--- config.mk ---
export PLATFORM = sky130hd
export DESIGN_NAME = xlat_dispatch
export DESIGN_NICKNAME = d
export VERILOG_FILES = /design/src/rtl/xlat_pkg.sv /design/src/rtl/xlat_ram.sv /design/src/rtl/xlat_decide.sv /design/src/rtl/xlat_dispatch.sv
export SDC_FILE = /design/constraint.sdc
export NUM_CORES = 2
export LEC_CHECK = 0
export BUFFER_PORTS_ARGS = -buffer_cell sky130_fd_sc_hd__buf_2
export CORE_MARGIN = 2
export CORE_UTILIZATION = 28
export CTS_BUF_LIST = sky130_fd_sc_hd__clkbuf_16
export DETAILED_ROUTE_END_ITERATION = 8
export PLACE_DENSITY = 0.45
export SLEW_MARGIN = 20
export SYNTH_ARGS = -nofsm -noshare
export SYNTH_HDL_FRONTEND = slang
export SYNTH_SLANG_ARGS = --single-unit
--- constraint.sdc ---
create_clock -name clk_i -period 6.5 [get_ports clk_i]
set_input_delay 0.65 -clock clk_i [delete_from_list [all_inputs] [get_ports clk_i]]
set_output_delay 0.65 -clock clk_i [all_outputs]
set_load 0.005 [all_outputs]
--- src/rtl/xlat_pkg.sv ---
package xlat_pkg;
  parameter int CHAR_W  = 8;
  parameter int ENTRY_W = 12;
  parameter int ARG_W   = 4;

  localparam int DEPTH     = 1 << CHAR_W;
  localparam int FL_INT    = 11;
  localparam int FL_DELIM  = 10;
  localparam int FL_XLAT   = 9;
  localparam int FL_FMT    = 8;
  localparam int SLEW_BIT  = 4;

  typedef enum logic [1:0] {
    ACT_RAW  = 2'd0,
    ACT_XLAT = 2'd1,
    ACT_FMT  = 2'd2,
    ACT_STOP = 2'd3
  } act_e;
endpackage

--- src/rtl/xlat_ram.sv ---
module xlat_ram
  import xlat_pkg::*;
(
  input  logic               clk_i,
  input  logic               we_i,
  input  logic [CHAR_W-1:0]  waddr_i,
  input  logic [ENTRY_W-1:0] wdata_i,
  input  logic               re_i,
  input  logic [CHAR_W-1:0]  raddr_i,
  output logic [ENTRY_W-1:0] rdata_o
);
  logic [ENTRY_W-1:0] mem_q [DEPTH];

  // read-before-write on a shared address
  always_ff @(posedge clk_i) begin
    if (re_i) rdata_o <= mem_q[raddr_i];
    if (we_i) mem_q[waddr_i] <= wdata_i;
  end
endmodule

--- src/rtl/xlat_decide.sv ---
module xlat_decide
  import xlat_pkg::*;
(
  input  logic [ENTRY_W-1:0] entry_i,
  input  logic [CHAR_W-1:0]  raw_i,
  input  logic               hold_i,
  output act_e               act_o,
  output logic [CHAR_W-1:0]  char_o,
  output logic               slew_o,
  output logic [ARG_W-1:0]   arg_o,
  output logic               delim_o
);
  logic f_int, f_dl, f_xl, f_fmt, qual;

  assign f_int   = entry_i[FL_INT];
  assign f_dl    = entry_i[FL_DELIM];
  assign f_xl    = entry_i[FL_XLAT];
  assign f_fmt   = entry_i[FL_FMT];
  assign qual    = f_xl | f_dl | hold_i;
  assign delim_o = f_dl;

  always_comb begin
    if (f_int) begin
      if (!f_xl || f_dl || hold_i) act_o = ACT_STOP;
      else if (f_fmt)              act_o = ACT_FMT;
      else                         act_o = ACT_XLAT;
    end else if (f_fmt) begin
      act_o = qual ? ACT_FMT : ACT_RAW;
    end else begin
      act_o = qual ? ACT_XLAT : ACT_RAW;
    end
  end

  assign char_o = (act_o == ACT_RAW) ? raw_i : entry_i[CHAR_W-1:0];
  assign slew_o = entry_i[SLEW_BIT];
  assign arg_o  = entry_i[ARG_W-1:0];
endmodule

--- src/rtl/xlat_dispatch.sv ---
module xlat_dispatch
  import xlat_pkg::*;
(
  input  logic               clk_i,
  input  logic               rst_ni,
  input  logic               tbl_we_i,
  input  logic [CHAR_W-1:0]  tbl_addr_i,
  input  logic [ENTRY_W-1:0] tbl_data_i,
  input  logic               xfer_start_i,
  input  logic               byte_valid_i,
  input  logic [CHAR_W-1:0]  byte_i,
  output logic               byte_ready_o,
  output logic               act_valid_o,
  output logic [1:0]         act_o,
  output logic [CHAR_W-1:0]  act_char_o,
  output logic               act_slew_o,
  output logic [ARG_W-1:0]   act_arg_o,
  output logic               undef_o,
  output logic               hold_o,
  output logic [CHAR_W-1:0]  csum_o
);
  logic               busy_q, stop_q, hold_q, undef_q, accept;
  logic [CHAR_W-1:0]  raw_q, csum_q, csum_base;
  logic [ENTRY_W-1:0] entry;
  act_e               act_d;
  logic [CHAR_W-1:0]  char_d;
  logic               slew_d, delim_d;
  logic [ARG_W-1:0]   arg_d;

  assign byte_ready_o = !busy_q && !stop_q;
  assign accept       = byte_valid_i && byte_ready_o;
  assign csum_base    = xfer_start_i ? '0 : csum_q;

  xlat_ram i_ram (
    .clk_i   (clk_i),
    .we_i    (tbl_we_i),
    .waddr_i (tbl_addr_i),
    .wdata_i (tbl_data_i),
    .re_i    (accept),
    .raddr_i (byte_i),
    .rdata_o (entry)
  );

  xlat_decide i_decide (
    .entry_i (entry),
    .raw_i   (raw_q),
    .hold_i  (hold_q),
    .act_o   (act_d),
    .char_o  (char_d),
    .slew_o  (slew_d),
    .arg_o   (arg_d),
    .delim_o (delim_d)
  );

  always_ff @(posedge clk_i or negedge rst_ni) begin
    if (!rst_ni) begin
      busy_q      <= 1'b0;
      stop_q      <= 1'b0;
      hold_q      <= 1'b0;
      undef_q     <= 1'b0;
      raw_q       <= '0;
      csum_q      <= '0;
      act_valid_o <= 1'b0;
      act_o       <= ACT_RAW;
      act_char_o  <= '0;
      act_slew_o  <= 1'b0;
      act_arg_o   <= '0;
    end else begin
      busy_q      <= accept;
      act_valid_o <= busy_q;
      csum_q      <= accept ? csum_base + byte_i : csum_base;
      if (accept) raw_q <= byte_i;
      if (busy_q) begin
        hold_q     <= delim_d;
        undef_q    <= (act_d == ACT_STOP);
        act_o      <= act_d;
        act_char_o <= char_d;
        act_slew_o <= slew_d;
        act_arg_o  <= arg_d;
      end
      stop_q <= (busy_q && act_d == ACT_STOP) || (stop_q && !xfer_start_i);
    end
  end

  assign undef_o = undef_q;
  assign hold_o  = hold_q;
  assign csum_o  = csum_q;
endmodule

# [Word level (Yosys, flattened, before mapping)]
# Memories as Yosys holds them, arrays and structs flattened. A register that Yosys moved wholly into a read port is not among the register bits.
# Index checks and enable logic that the tools add are counted.
[totals] regBits=36 mem_bits_rw=3072 inputBits=33 mem_count=1
[classes] add_sub_neg=1 eq_ne=1 mux=11 bitwise_logic=2 n_reduce_logical=12
[memory_table] name="i_ram.mem_q" words=256 word_bits=12 read_ports=1 rd_ports_with_merged_regs=1 wr=1 line_no="xlat_ram.sv:12" source="logic [ENTRY_W-1:0] mem_q [DEPTH];"
[ops] op="8-bit 2-to-1 mux" n=3
[ops] op="2-bit 2-to-1 mux" n=5
[ops] op="8-bit adder" n=1
[ops] op="1-bit logical AND" n=4
[ops] op="1-bit logical NOT" n=4
[ops] op="1-bit logical OR" n=3
[ops] op="1-bit 2-to-1 mux" n=3
[ops] op="2-bit equality test, second input constant" n=1
[ops] op="2-bit logical NOT" n=1
[ops] op="1-bit bitwise OR" n=2

# [Longest topological paths before layout]
[logic_depth] word_depth=8 ltp_mapped=12

# [Cells and area by module]
# Synthesis repeated with hierarchy kept, for this count alone.
[hier_totals] cells_unflattened=5671 area_unflattened_um2=120603.2
[modules_own_cells] module="xlat_ram" instances=1 cells_each=5506 area_per_inst_um2=118752.6 seq_area_each_um2=92608.8
[modules_own_cells] module="xlat_dispatch" instances=1 cells_each=144 area_per_inst_um2=1656.6 seq_area_each_um2=900.9
[modules_own_cells] module="xlat_decide" instances=1 cells_each=21 area_per_inst_um2=193.9 seq_area_each_um2=0.0

# [Worst setup path before layout]
# No wires, ideal clock.
[synth_timing] path_kind="in2reg" start="in byte_i[1]" end="reg csum_q[6] (netlist: csum_o[6])" setup_time_ns=0.096 arrival_ns=2.896 t_required_ns=6.404 setup_slack_ns=3.509 cell_stages=12 n_path_buf=4 cell_sequence="buf_4 buf_4 clkbuf_1 buf_2 inv_1 fa_1 nor2b_1 o21ai_0 a21boi_0 o21ai_0 nor3b_1 o31ai_1"
[synth_via] elab_chain_len=2
[synth_lines] element="start, declared" line_no="xlat_dispatch.sv:11" source="input logic [CHAR_W-1:0] byte_i,"
[synth_lines] element="8-bit adder" line_no="xlat_dispatch.sv:71" source="csum_q <= accept ? csum_base + byte_i : csum_base;"
[synth_lines] element="8-bit 2-to-1 mux" line_no="xlat_dispatch.sv:71"
[synth_lines] element="end signal, assigned" line_no="xlat_dispatch.sv:71"
[synth_lines] element="end, declared" line_no="xlat_dispatch.sv:23" source="logic [CHAR_W-1:0] raw_q, csum_q, csum_base;"
# Every way passes these cells.
# A chain may end at the register's enable or synchronous reset.

==> metrics.md <==
| Metric | Value |
|---|---|
| Die Y | 658 um |
| Top cell type's share of synthesized area | 77.3% |
| RR Endpoint | i_ram.rdata_o[1]$_DFFE_PP_ |
| Switching pwr | 9520 uW |
| Vias | 57800 |
| Static leakage | 0.0434 uW |
| Core area | 427000 um2 |
| Ports | 60 |
| Seq/Total Area, Yosys | 78.1% |
| CP Cell Sequence | buf_8 > buf_12 > buf_4 > mux4_2 > o211ai_1 > o211ai_1 > o31ai_1 > a221oi_1 |
| PortBufs | 59 |
| DRC | 0 |
| Setup violators final | 0 |
| Routability Congestion | 0.779 |
| Clock Skew | 47.0 ps |
| P_int | 34000 uW |
| # fillers | 40300 |
| Yosys warnings | 0 |
| Clock Sink Count | 3120 |
| Hold Fails Final Rpt | 0 |
| Hold path cells | 2 |
| P per Cell Area | 312 nW/um2 |
| Status | completed |
| Worst endpoint required time | 7100 ps |
| Tot GR Track Use | 15.4% |
| Area Overhead vs Synth | 16.6% |
| Largest net degree at the start of global routing | 177 |
| Critical-path top delay cell | o31ai_1 |
| Synth Net Count | 5548 |
| Root buffer cell | clkbuf_16 |
| Max-Cap Viols | 0 |
| Core Util, Final | 32.7% |
| H-Tree Depth | 5 |
| Worst VDD drop | 0.215 mV |
| Worst Hold Launch | xfer_start_i |
| Transition time of the tightest slew-check pin | 1210 ps |
| Hold Path Class | input port to register |
| CP bufs+invs | 3 |
| Worst-path clk slew | 60 ps |
| Die area | 433000 um2 |
| Placed Cells | 11300 |
| Initial cell density of the core | 28.1% |
| CP arrival | 4430 ps |
| RSZ-0062 raised after global routing | false |
| Fmax | 0.261 GHz |
| Mean number of vias per cell | 4.85 |
| Netlist Area Pre-Place | 120000 um2 |
| Area post-placement | 129000 um2 |
| Fin cells | 11900 |
| Crit Path Max Fanout | 57 |
| Crit path top cell by count | o211ai_1 |
| Number of synthesized flops with an enable pin | 3084 |
| Setup_tns | 0 ps |
| Primary FF master, synth | edfxtp_1 |
| CP Capture Type | register |
| CP max stage delay | 970 ps |
| Fin area | 140000 um2 |
| Switching power share of the total | 21.9% |
| ANT nets after route | 0 |
| Final routed wire length divided by cell count | 28.6 um |
| Vias in the first global route | 59300 |
| Register area | 93500 um2 |
| Site row count | 240 |
| Worst Reg-to-Reg Cells | 6 |
| Final Cycle Share | 59.0% |
| Dominant cells by area after synthesis | edfxtp_1 (77%), mux4_2 (13%), mux2i_1 (1.6%) |
| First-pass GRT wire length | 477000 um |
| TritonCTS clock tree | yes |
| Detailed placement HPWL | 204000 um |
| Number of buffers created by CTS | 344 |
| Slew Limit Fails | 0 |
| First-iteration detailed-routing DRC count | 5701 |
| Multi-input logic area | 24500 um2 |
| Critical path launch point type | input port |
| Slew HR | 19.1% |
| Ratio of cells with drive above 1 in the final layout | 27.2% |
| Cell taking the most area after synthesis | edfxtp_1 |
| Final worst path period need | 3830 ps |
| Hold endpoint | stop_q$_DFF_PN0_ |
| Antenna violations before repair | 24 |
| FF+latch count, synth | 3120 |
| Total chip power | 43500 uW |
| Clock Path Buffers | 4 |
| Post-Syn Area per Cell | 21.8 um2 |
| Final WL | 341000 um |
| Yosys cell types | 60 |
| Kind of critical path | input port to register |
| Reg-to-reg slack, setup | 3260 ps |
| Register share of total power | 51.3% |
| Share of total power in combinational logic | 5.0% |
| Mapped Cells | 5507 |
| Final net count | 5990 |
| Post-synth top cells | edfxtp_1 (3084), mux4_2 (699), nor2_1 (288) |
| Clock Latency Late Sink | 930 ps |
| Top-count cell post-synth | edfxtp_1 |
| Resized Gates After CTS | 0 |
| Reg2reg start | i_ram.mem_q[184][1]$_DFFE_PP_ |
| Clock power frac | 43.7% |
| 1st-pass router iterations | 7 |
| Largest delay contributor family on the critical path | compound AO/OA/AOI/OAI gates |
| Global route overflow | 0 |
| Die Wd | 658 um |
| Async set or reset register ratio after synthesis | 1.15% |
## final cells by class
cell class                 count  area share, %
clock buffer                 349           6.25
multi-input combinational   2048           17.6
inverter                      10         0.0269
clock inverter               261           1.55
timing repair buffer         425           2.57
antenna                        3        0.00537
sequential                  3120           66.9
tap                         5687           5.09
## placed cells by master, fill, tap and decap left out, drive strengths merged, types with 24 or more instances in the layout
| cell type | n |
|---|---|
| edfxtp | 3084 |
| mux4 | 699 |
| buf | 424 |
| clkbuf | 349 |
| nor2 | 289 |
| mux2i | 188 |
| o22ai | 169 |
| a22oi | 158 |
| clkinv | 140 |
| nand2 | 114 |
| inv | 96 |
| a211oi | 73 |
| a21oi | 52 |
| nand3 | 37 |
| dfrtp | 36 |
| bufinv | 32 |
| nor2b | 28 |
| nor3 | 26 |
| o21ai | 26 |
| or2 | 24 |
## routing by layer
metal,wire length [um],global-route usage [%],share of wire [%],vias up
li1,-,-,-,24100
met1,150000,21.2,44,31700
met2,168000,25.9,49,1543
met3,15900,2.08,4.6,425
met4,7850,3.65,2.3,2
met5,13,0,0.0038,-
## repair_timing
item                      CTS  global route
hold endpoints to repair   36             0
buffers inserted            0             0
hold buffers                1             0
## through the flow
step                worst slack (ps)  hold slack, ps
floorplan                       3510             352
global placement                1700             457
detailed placement              1690             464
CTS                             2670            5.13
global route                    2580            48.5
finish                          2670            89.0
## power groups by stage
stage | Sequential [uW] | Clock (uW) | Combinational (uW)
2_1_floorplan | 22700 | 0 | 1120
3_3_place_gp | 22800 | 0 | 2190
3_5_place_dp | 22800 | 0 | 2210
4_1_cts | 22300 | 19500 | 2210
5_1_grt | 22300 | 20200 | 2300
6_report | 22300 | 19000 | 2160
## worst max-delay path by stage
stage	start	slack, ps	cells after the start	endpoint
after global routing	byte_i[0]	2580	9	i_ram.rdata_o[9]$_DFFE_PP_
after CTS	byte_i[0]	2670	9	i_ram.rdata_o[9]$_DFFE_PP_
after detailed placement	byte_i[0]	1690	9	i_ram.rdata_o[9]$_DFFE_PP_
after floorplan	byte_i[1]	3510	12	csum_o[6]$_DFF_PN0_
final	byte_i[1]	2670	8	i_ram.rdata_o[1]$_DFFE_PP_
after global placement	byte_i[0]	1700	9	i_ram.rdata_o[9]$_DFFE_PP_
## state kept, by name, indices dropped and copies added, names as in the netlist
signal	cells
i_ram.mem_q	3072
i_ram.rdata_o	12
act_char_o	8
csum_o	8
raw_q	8
act_arg_o	4
act_o	2
act_slew_o	1
act_valid_o	1
busy_q	1
hold_o	1
stop_q	1
undef_o	1
## logic make-up after synthesis
group                    share of synthesized area [%]
flip-flops                                        78.1
adder cells (fa/ha/maj)                         0.0898
AO/OA/AOI/OAI                                     3.13
AND/OR/NAND/NOR                                   2.22
multiplexers                                      14.8
XOR/XNOR                                        0.0219
buffers and inverters                             1.65
## worst register-to-register path: stages, from the launching register on
cell and delay [ps]:
edfxtp_1 360, mux4_2 460, a22o_1 240, a221oi_1 460
o22ai_1 290, o31ai_1 950, a221oi_1 130
No activity file was read; power rests on OpenSTA's default activity.
